### src/rtl/sar_seq_pkg.sv
package sar_seq_pkg;
   typedef enum logic [2:0] {
      ST_IDLE,
      ST_CMD,
      ST_ARM,
      ST_CONV,
      ST_DONE
   } seq_state_t;
endpackage

### src/rtl/sar_seq_sync.sv
module sar_seq_sync #(
   parameter int SYNC_DEPTH = 2
) (
   input  logic clk,
   input  logic rst_n,
   input  logic sclk,
   input  logic cs_n,
   input  logic din,
   output logic sclk_rise,
   output logic sclk_fall,
   output logic cs_n_s,
   output logic din_s
);
   localparam int LAST = SYNC_DEPTH - 1;

   generate
      if (SYNC_DEPTH < 1) begin : g_bad_depth
         $error("sar_seq_sync: SYNC_DEPTH must be at least 1");
      end
   endgenerate

   // bit 2 = select, bit 1 = data, bit 0 = serial clock
   logic [2:0] chain [SYNC_DEPTH];
   logic       sclk_prev;

   always_ff @(posedge clk) begin
      if (!rst_n) begin
         for (int i = 0; i < SYNC_DEPTH; i++) chain[i] <= 3'b100;
         sclk_prev <= 1'b0;
      end else begin
         chain[0] <= {cs_n, din, sclk};
         for (int i = 1; i < SYNC_DEPTH; i++) chain[i] <= chain[i-1];
         sclk_prev <= chain[LAST][0];
      end
   end

   assign sclk_rise = chain[LAST][0] & ~sclk_prev;
   assign sclk_fall = ~chain[LAST][0] & sclk_prev;
   assign cs_n_s    = chain[LAST][2];
   assign din_s     = chain[LAST][1];
endmodule

### src/rtl/sar_seq_core.sv
module sar_seq_core #(
   parameter int WIDTH = 8
) (
   input  logic             clk,
   input  logic             rst_n,
   input  logic             flush,
   input  logic             arm,
   input  logic             step,
   input  logic             cmp_ge,
   output logic [WIDTH-1:0] trial,
   output logic [WIDTH-1:0] result
);
   localparam logic [WIDTH-1:0] TOP_BIT = {1'b1, {(WIDTH-1){1'b0}}};

   logic [WIDTH-1:0] kept;
   logic [WIDTH-1:0] probe;

   always_ff @(posedge clk) begin
      if (!rst_n || flush) begin
         kept  <= '0;
         probe <= '0;
      end else if (arm) begin
         kept  <= '0;
         probe <= TOP_BIT;
      end else if (step && (probe != '0)) begin
         if (cmp_ge) kept <= kept | probe;
         probe <= probe >> 1;
      end
   end

   assign trial  = kept | probe;
   assign result = kept;
endmodule

### src/rtl/sar_seq.sv
module sar_seq
   import sar_seq_pkg::*;
#(
   parameter int WIDTH      = 8,
   parameter int ADDR_W     = 3,
   parameter int SYNC_DEPTH = 2
) (
   input  logic              clk,
   input  logic              rst_n,
   input  logic              sclk,
   input  logic              cs_n,
   input  logic              din,
   input  logic              cmp_ge,
   output logic [WIDTH-1:0]  trial_code,
   output logic [ADDR_W-1:0] mux_addr,
   output logic              mux_single,
   output logic              dout_bit,
   output logic              dout_oe,
   output logic              busy_bit,
   output logic              busy_oe
);
   localparam int CMD_W = ADDR_W + 1;
   localparam int CC_W  = (CMD_W > 1) ? $clog2(CMD_W) : 1;
   localparam int CNT_W = $clog2(2 * WIDTH + 1);
   localparam int IDX_W = $clog2(WIDTH);

   generate
      if (WIDTH < 2) begin : g_bad_width
         $error("sar_seq: WIDTH must be at least 2");
      end
      if (ADDR_W < 1) begin : g_bad_addr
         $error("sar_seq: ADDR_W must be at least 1");
      end
   endgenerate

   logic sclk_rise, sclk_fall, cs_n_s, din_s;

   sar_seq_sync #(.SYNC_DEPTH(SYNC_DEPTH)) u_sync (
      .clk       (clk),
      .rst_n     (rst_n),
      .sclk      (sclk),
      .cs_n      (cs_n),
      .din       (din),
      .sclk_rise (sclk_rise),
      .sclk_fall (sclk_fall),
      .cs_n_s    (cs_n_s),
      .din_s     (din_s)
   );

   seq_state_t        state;
   logic [CMD_W-1:0]  cmd_sr;
   logic [CC_W-1:0]   cmd_cnt;
   logic [CNT_W-1:0]  step_cnt;
   logic [CNT_W-1:0]  lsb_pos;
   logic              dout_q, busy_q, single_q;
   logic [ADDR_W-1:0] addr_q;
   logic [WIDTH-1:0]  result;

   logic abort, core_flush, core_arm, core_step;
   assign abort      = cs_n_s;
   assign core_flush = abort || (state == ST_IDLE);
   assign core_arm   = (state == ST_ARM) && sclk_fall;
   assign core_step  = (state == ST_CONV) && sclk_fall && (step_cnt < CNT_W'(WIDTH));
   assign lsb_pos    = step_cnt - CNT_W'(WIDTH);

   sar_seq_core #(.WIDTH(WIDTH)) u_core (
      .clk    (clk),
      .rst_n  (rst_n),
      .flush  (core_flush),
      .arm    (core_arm),
      .step   (core_step),
      .cmp_ge (cmp_ge),
      .trial  (trial_code),
      .result (result)
   );

   always_ff @(posedge clk) begin
      if (!rst_n) begin
         state    <= ST_IDLE;
         cmd_sr   <= '0;
         cmd_cnt  <= '0;
         step_cnt <= '0;
         dout_q   <= 1'b0;
         busy_q   <= 1'b0;
         single_q <= 1'b0;
         addr_q   <= '0;
      end else if (abort) begin
         state    <= ST_IDLE;
         cmd_cnt  <= '0;
         step_cnt <= '0;
         dout_q   <= 1'b0;
         busy_q   <= 1'b0;
      end else begin
         case (state)
            ST_IDLE: begin
               if (sclk_rise && din_s) begin
                  state   <= ST_CMD;
                  cmd_cnt <= '0;
               end
            end
            ST_CMD: begin
               if (sclk_rise) begin
                  cmd_sr  <= {cmd_sr[CMD_W-2:0], din_s};
                  cmd_cnt <= cmd_cnt + 1'b1;
                  if (cmd_cnt == CC_W'(CMD_W - 1)) begin
                     {single_q, addr_q} <= {cmd_sr[CMD_W-2:0], din_s};
                     state              <= ST_ARM;
                  end
               end
            end
            ST_ARM: begin
               if (sclk_fall) begin
                  state    <= ST_CONV;
                  busy_q   <= 1'b1;
                  step_cnt <= '0;
               end
            end
            ST_CONV: begin
               if (sclk_fall) begin
                  step_cnt <= step_cnt + 1'b1;
                  if (step_cnt < CNT_W'(WIDTH)) begin
                     dout_q <= cmp_ge;
                  end else if (step_cnt < CNT_W'(2 * WIDTH)) begin
                     dout_q <= result[lsb_pos[IDX_W-1:0]];
                  end else begin
                     dout_q <= 1'b0;
                     busy_q <= 1'b0;
                     state  <= ST_DONE;
                  end
               end
            end
            default: ;
         endcase
      end
   end

   assign mux_addr   = addr_q;
   assign mux_single = single_q;
   assign dout_bit   = dout_q;
   assign busy_bit   = busy_q;
   assign dout_oe    = ~cs_n_s;
   assign busy_oe    = ~cs_n_s;
endmodule

### config.mk
export PLATFORM = sky130hd
export DESIGN_NAME = sar_seq
export DESIGN_NICKNAME = d
export VERILOG_FILES = /design/src/rtl/sar_seq_pkg.sv /design/src/rtl/sar_seq_sync.sv /design/src/rtl/sar_seq_core.sv /design/src/rtl/sar_seq.sv
export SDC_FILE = /design/constraint.sdc
export NUM_CORES = 1
export LEC_CHECK = 0
export BUFFER_PORTS_ARGS = -buffer_cell sky130_fd_sc_hd__buf_4
export CAP_MARGIN = 10
export CORE_MARGIN = 4
export CORE_UTILIZATION = 29
export DETAILED_ROUTE_END_ITERATION = 8
export GPL_TIMING_DRIVEN = 0
export PLACE_DENSITY = 0.55
export SLEW_MARGIN = 20
export SYNTH_ARGS = -nofsm -noshare
export SYNTH_HDL_FRONTEND = slang
export SYNTH_SLANG_ARGS = --single-unit
### constraint.sdc
create_clock -name clk -period 1.4 [get_ports clk]
set_clock_uncertainty 0.2 [all_clocks]
set_input_delay 0.21 -clock clk [delete_from_list [all_inputs] [get_ports clk]]
set_output_delay 0.21 -clock clk [all_outputs]
set_load 0.05 [all_outputs]
Yosys cells after proc, flatten, opt, wreduce, memory -nomap -nowiden:

Memories as Yosys holds them, arrays and structs flattened.
Cells that the tools add are included.

* bits in registers: 36
* bits in writable memories: 6
* bits of input ports: 6
* output and inout bits: 16
* logic and storage cells: 92
* memories: 1

Memory list
* u_sync.chain: depth 2, width 3, rd ports 2, clocked after memory_dff 0, write ports 2, line sar_seq_sync.sv:23 `logic [2:0] chain [SYNC_DEPTH];`

* $add $sub $neg: 3
* order comparisons: 3
* eq/ne operators: 11
* mux-type cells: 29
* bitwise gates (word level): 9
* reduce and logical (&&, ||, !) cells: 24

Operators with widths (count)
* 2-to-1 mux 3 bit: 9
* 2-to-1 mux 8 bit: 2
* != test 2 bit (second input constant): 6
* one-hot mux 3 bit (4 select lines): 1
* 2-to-1 mux 5 bit: 2
* one-hot mux 5 bit (2 select lines): 1
* 2-to-1 mux 1 bit: 9
* AND reduction 3 bit: 3
* OR 8 bit: 1
* AND reduction 8 bit: 1
* nonzero test 8 bit: 1
* == test 3 x 2 -> 1 bit (second input constant): 2
* nonzero test 2 bit: 3
* adder 5 x 1 -> 5 bit (second input constant): 1
* logical AND 1 bit: 5
* < comparator 5 x 4 -> 1 bit (second input constant): 1
* < comparator 5 bit (second input constant): 1
* AND reduction 5 bit: 1
* < comparator 3 x 4 -> 1 bit (second input constant): 1
* 2-to-1 mux 2 bit: 2
* inverter 1 bit: 4
* one-hot mux 2 bit (2 select lines): 1
* AND reduction 2 bit: 2
* AND reduction 4 bit: 1
* 14 further kinds: 18

Longest topological paths before layout:

* word-level depth: 7
* gate-level depth with buffers: 7
* mapped depth without buffers: 5

By module:

A second synthesis with hierarchy kept.

* cell total of the unflattened synthesis: 183
* area total of the unflattened synthesis: 1791.7 um2

By module, submodules not included
* sar_seq: times used 1, cells each 104, area each 974.7 um2
* sar_seq_core: times used 1, cells each 63, area each 620.6 um2
* sar_seq_sync: times used 1, cells each 16, area each 196.4 um2

Worst setup path before layout:

No wires, ideal clock.

* kind: reg-to-reg
* from: reg state[1]
* to: reg dout_q (netlist: dout_bit)
* data arrival time: 1231 ps
* required time: 1066 ps
* setup slack: -165 ps
* stages on the path, launching flop included: 8
* buffers on the path: 3
* clock period less this slack: 1565 ps
* cell sequence: dfxtp_1 > buf_2 > and3b_1 > buf_4 > and4_1 > buf_4 > a21oi_1 > o22ai_1

* word-level cells in the longest chain between the ends: 2

RTL lines
* from (decl): line sar_seq.sv:50 `seq_state_t state;`
* from (signal assigned): line sar_seq.sv:79 `state <= ST_IDLE;`
* from (signal assigned): line sar_seq.sv:88 `state <= ST_IDLE;`
* from (signal assigned): line sar_seq.sv:97 `state <= ST_CMD;`
* == test 3 x 2 -> 1 bit: line sar_seq.sv:94 `case (state)`
* AND reduction 2 bit (no source line)
* to (signal assigned): line sar_seq.sv:122 `dout_q <= cmp_ge;`
* to (signal assigned): line sar_seq.sv:124 `dout_q <= result[lsb_pos[IDX_W-1:0]];`
* to (decl): line sar_seq.sv:55 `logic dout_q, busy_q, single_q;`

No other way between the ends.
A chain may end at the register's enable or synchronous reset.

Worst setup path in the final report:

Ends and elaborated chain as after synthesis.

==> qor.csv <==
stage;metric;value;unit
worst_setup_path;slowest stage delay, CP;0.41;ns
worst_setup_path;Critical-path top delay cell;dfxtp_4;
worst_setup_path;CP Launch Type;register;
outcome;failing checks;negative setup slack;
timing;Tightest Pin Transition;0.439;ns
layout;layout cells sized above 1;0.500;
clock_network;clk_lat worst skew;0.29;ns
clock_network;TritonCTS Buffers;5;
route;# DRC;0;
layout;Area Growth Syn to Fin;49.9;%
floorplanning;Top Ports;22;
worst_setup_path;cell family with most CP delay;simple AND/OR/NAND/NOR gates;
clock_network;H-tree Lvls;2;
logic_synthesis;xor and xnor area share after synthesis;0;
flow_run;max cap viols;0;
clock_network;Root Driver;clkbuf_8;
logic_synthesis;number of synthesized register bits;42;
route;DRT Pass-1 Iters;4;
timing;headroom to the max-slew limit;0.707;
global_routing;grt ovf;0;
worst_setup_path;Worst Path Buf+Inv;2;
power;P_leak;1.09;nW
timing;setup violators final;37;
layout;fin util;0.447;
route;Initial DRC Count;68;
clock_network;clk sink count;42;
logic_synthesis;synth warn;0;
power;total power;2.10;mW
logic_synthesis;mux cell area share after synthesis;0.110;
route;DR vias;1519;
global_routing;largest net degree at the start of global routing;14;
layout;Nets;251;
timing;Tcrit/Tclk final;1.09;
logic_synthesis;asr flop ratio synth;0;
logic_synthesis;number of distinct library cells after synthesis;42;
worst_setup_path;Crit path arrival time;1.55;ns
logic_synthesis;main combinational cell family by area after synthesis;simple AND/OR/NAND/NOR gates;
logic_synthesis;post-synthesis simple-gate area fraction;0.263;
outcome;status;complete, but fails checks;
power;VDD IR max;0.424;mV
floorplanning;Starting Density;0.298;
route;wire length per cell;13.7;um
floorplanning;core area;5920;um^2
route;drt total wl;4380;um
logic_synthesis;ys flop type;dfxtp_1;
floorplanning;die area;7400;um^2
global_routing;initial antenna violation count;0;
logic_synthesis;Post-synth EDFFs;0;
clock_network;Reg clk slew, reported paths;0.08;ns
logic_synthesis;synthesized net count;195;
route;post-route ant nets;0;
timing;RSZ-0062 raised after global routing;true;
worst_setup_path;Worst EP required;1.42;ns
global_routing;first-pass GRT wire length;7330;um
power;P per Cell Area;792;nW/um^2
logic_synthesis;Synth Area in Compound Gates;0.0985;
logic_synthesis;Avg Cell Area, Syn;9.44;um^2
place;Post-DP HPWL;2610;um
timing;minimum clock period;1.53;ns
floorplanning;std cell rows;28;
place;GP Congestion;0.829;
worst_setup_path;Setup CP Type;register to register;
route;vias per cell;4.76;
clock_network;CTS tree;done;
logic_synthesis;Syn Inst Count;187;
logic_synthesis;post-synthesis sequential area ratio;0.476;
layout;antenna cells;0;
worst_setup_path;Worst Path Max Fanout;8;
global_routing;vias in the first global route;1526;
timing;Final WS setup;-0.133;ns
logic_synthesis;synthesized area;1770;um^2
timing;max frequency;652;MHz
logic_synthesis;Post-Synth Adder-Cell Area;0.0142;
place;PortBufs;21;
timing;Final Max Tran Viols;0;
global_routing;Tot GR Track Use;0.125;
worst_setup_path;crit-path cells;and3b_1 > buf_6 > and4_4 > buf_8 > a21oi_2 > o22ai_1;
hold_path;Hold Path Class;register to register;
timing;count of final hold-check violations;0;
clock_network;Clock Tree Buf Depth;2;
worst_setup_path;endpoint type of the worst setup path;register;
floorplanning;Die Width;86.0;um
floorplanning;Die Ht;86.0;um
## what timing repair did
action / CTS / global route
setup buffers: 19 / 6
setup endpoints to repair: 41 / 45
cloned: 1 / 1
gates resized for setup: 60 / 28
pin swaps: 6 / 10
hold buffers: 4 / 0
endpoints found under the hold margin: 6 / 0
## cell families (layout without fill, tap and decap cells)
family                   after synthesis  in the layout
AND/OR/NAND/NOR                       83             83
flip-flops                            42             42
AO/OA/AOI/OAI                         29             29
multiplexers                          18             18
buffers and inverters                 13             70
adder cells (fa/ha/maj)                2              2
## final timing paths
check | from | end | slack [ns] | cells after the start
setup / recovery | state[1] | dout_bit | -0.13 | 6
hold / removal | u_sync.chain[0][2] | u_sync.chain[0][5] | 0.21 | 1
setup reg to reg | state[1] | dout_bit | -0.13 | 6
hold reg to reg | u_sync.chain[0][2] | u_sync.chain[0][5] | 0.21 | 1
## cells in the mapped netlist, types with 2 or more instances
library cell / instances / share of area
ha_1: 2 / 0.014
nand3_1: 6 / 0.017
o21ai_0: 3 / 0.0085
nand4_1: 2 / 0.0071
nand3b_1: 3 / 0.013
inv_1: 2 / 0.0043
nor2b_1: 10 / 0.035
nand2_1: 8 / 0.017
nand2b_1: 4 / 0.014
nor2_1: 24 / 0.051
buf_2: 2 / 0.0057
nor3_1: 3 / 0.0085
clkbuf_1: 4 / 0.0085
dfxtp_1: 42 / 0.48
a21oi_1: 16 / 0.045
or2_2: 8 / 0.028
mux2i_1: 16 / 0.091
and2_1: 5 / 0.018
buf_4: 4 / 0.017
## flip-flops by register name (all words and copies together), names as in the netlist
signal and cells:
mux_single 1, dout_bit 1, u_core.probe 8, cmd_sr 3, state 3, busy_bit 1
cmd_cnt 2, u_sync.sclk_prev 1, mux_addr 3, step_cnt 5, u_core.result 8, u_sync.chain 6
## placed cells by master (no fill, tap or decap), types with 2 or more instances in the layout
cell and count:
a21oi_1 8, a21oi_2 8, and2_1 5, buf_4 35, buf_6 5, buf_8 12
clkbuf_2 2, clkbuf_8 6, clkinvlp_4 2, dfxtp_1 17, dfxtp_2 21, dfxtp_4 4
dlygate4sd3_1 4, ha_1 2, mux2i_1 16, nand2_1 7, nand2b_1 4, nand3_1 5
nand3_4 2, nand3b_1 3, nand4_1 2, nor2_1 21, nor2_2 2, nor2b_1 9
nor3_1 3, o21ai_1 3, or2_4 8
## through the flow
stage | setup WS, ns | setup TNS (ns) | cell area (um^2) | hold WS (ns) | cells
after floorplan | -0.0694 | -1.11 | 1810 | 0.0830 | 187
after global placement | -0.253 | -5.31 | 2070 | 0.191 | 283
after detailed placement | -0.266 | -5.53 | 2070 | 0.196 | 283
after CTS | -0.156 | -3.11 | 2510 | 0.186 | 313
after global routing | -0.186 | -4.43 | 2650 | 0.213 | 319
final | -0.133 | -2.17 | 2650 | 0.211 | 319
## power breakdown
group	switching (mW)	total (mW)	internal [mW]
logic	0.0323	0.0742	0.0419
clock network	0.422	0.819	0.397
registers	0.00710	1.20	1.20
## area by class of cell
| class | instances | area [um^2] |
|---|---|---|
| fillers | 537 | 3270 |
| multi-input cells | 132 | 986 |
| flip-flops and latches | 42 | 882 |
| repair buffers | 52 | 497 |
| well taps | 75 | 93.8 |
| clock buffers | 6 | 82.6 |
| plain buffers | 8 | 81.3 |
| clock inverters | 2 | 12.5 |
| inverters | 2 | 11.3 |
## metal layers
| layer | wire, um | vias to the layer above | track usage |
|---|---|---|---|
| met5 | 0 | - | 0 |
| met4 | 102 | 0 | 0.0619 |
| met3 | 148 | 7 | 0.0327 |
| met2 | 2080 | 27 | 0.191 |
| met1 | 2050 | 718 | 0.163 |
| li1 | - | 767 | - |
Power figures use the tool's default switching activity.
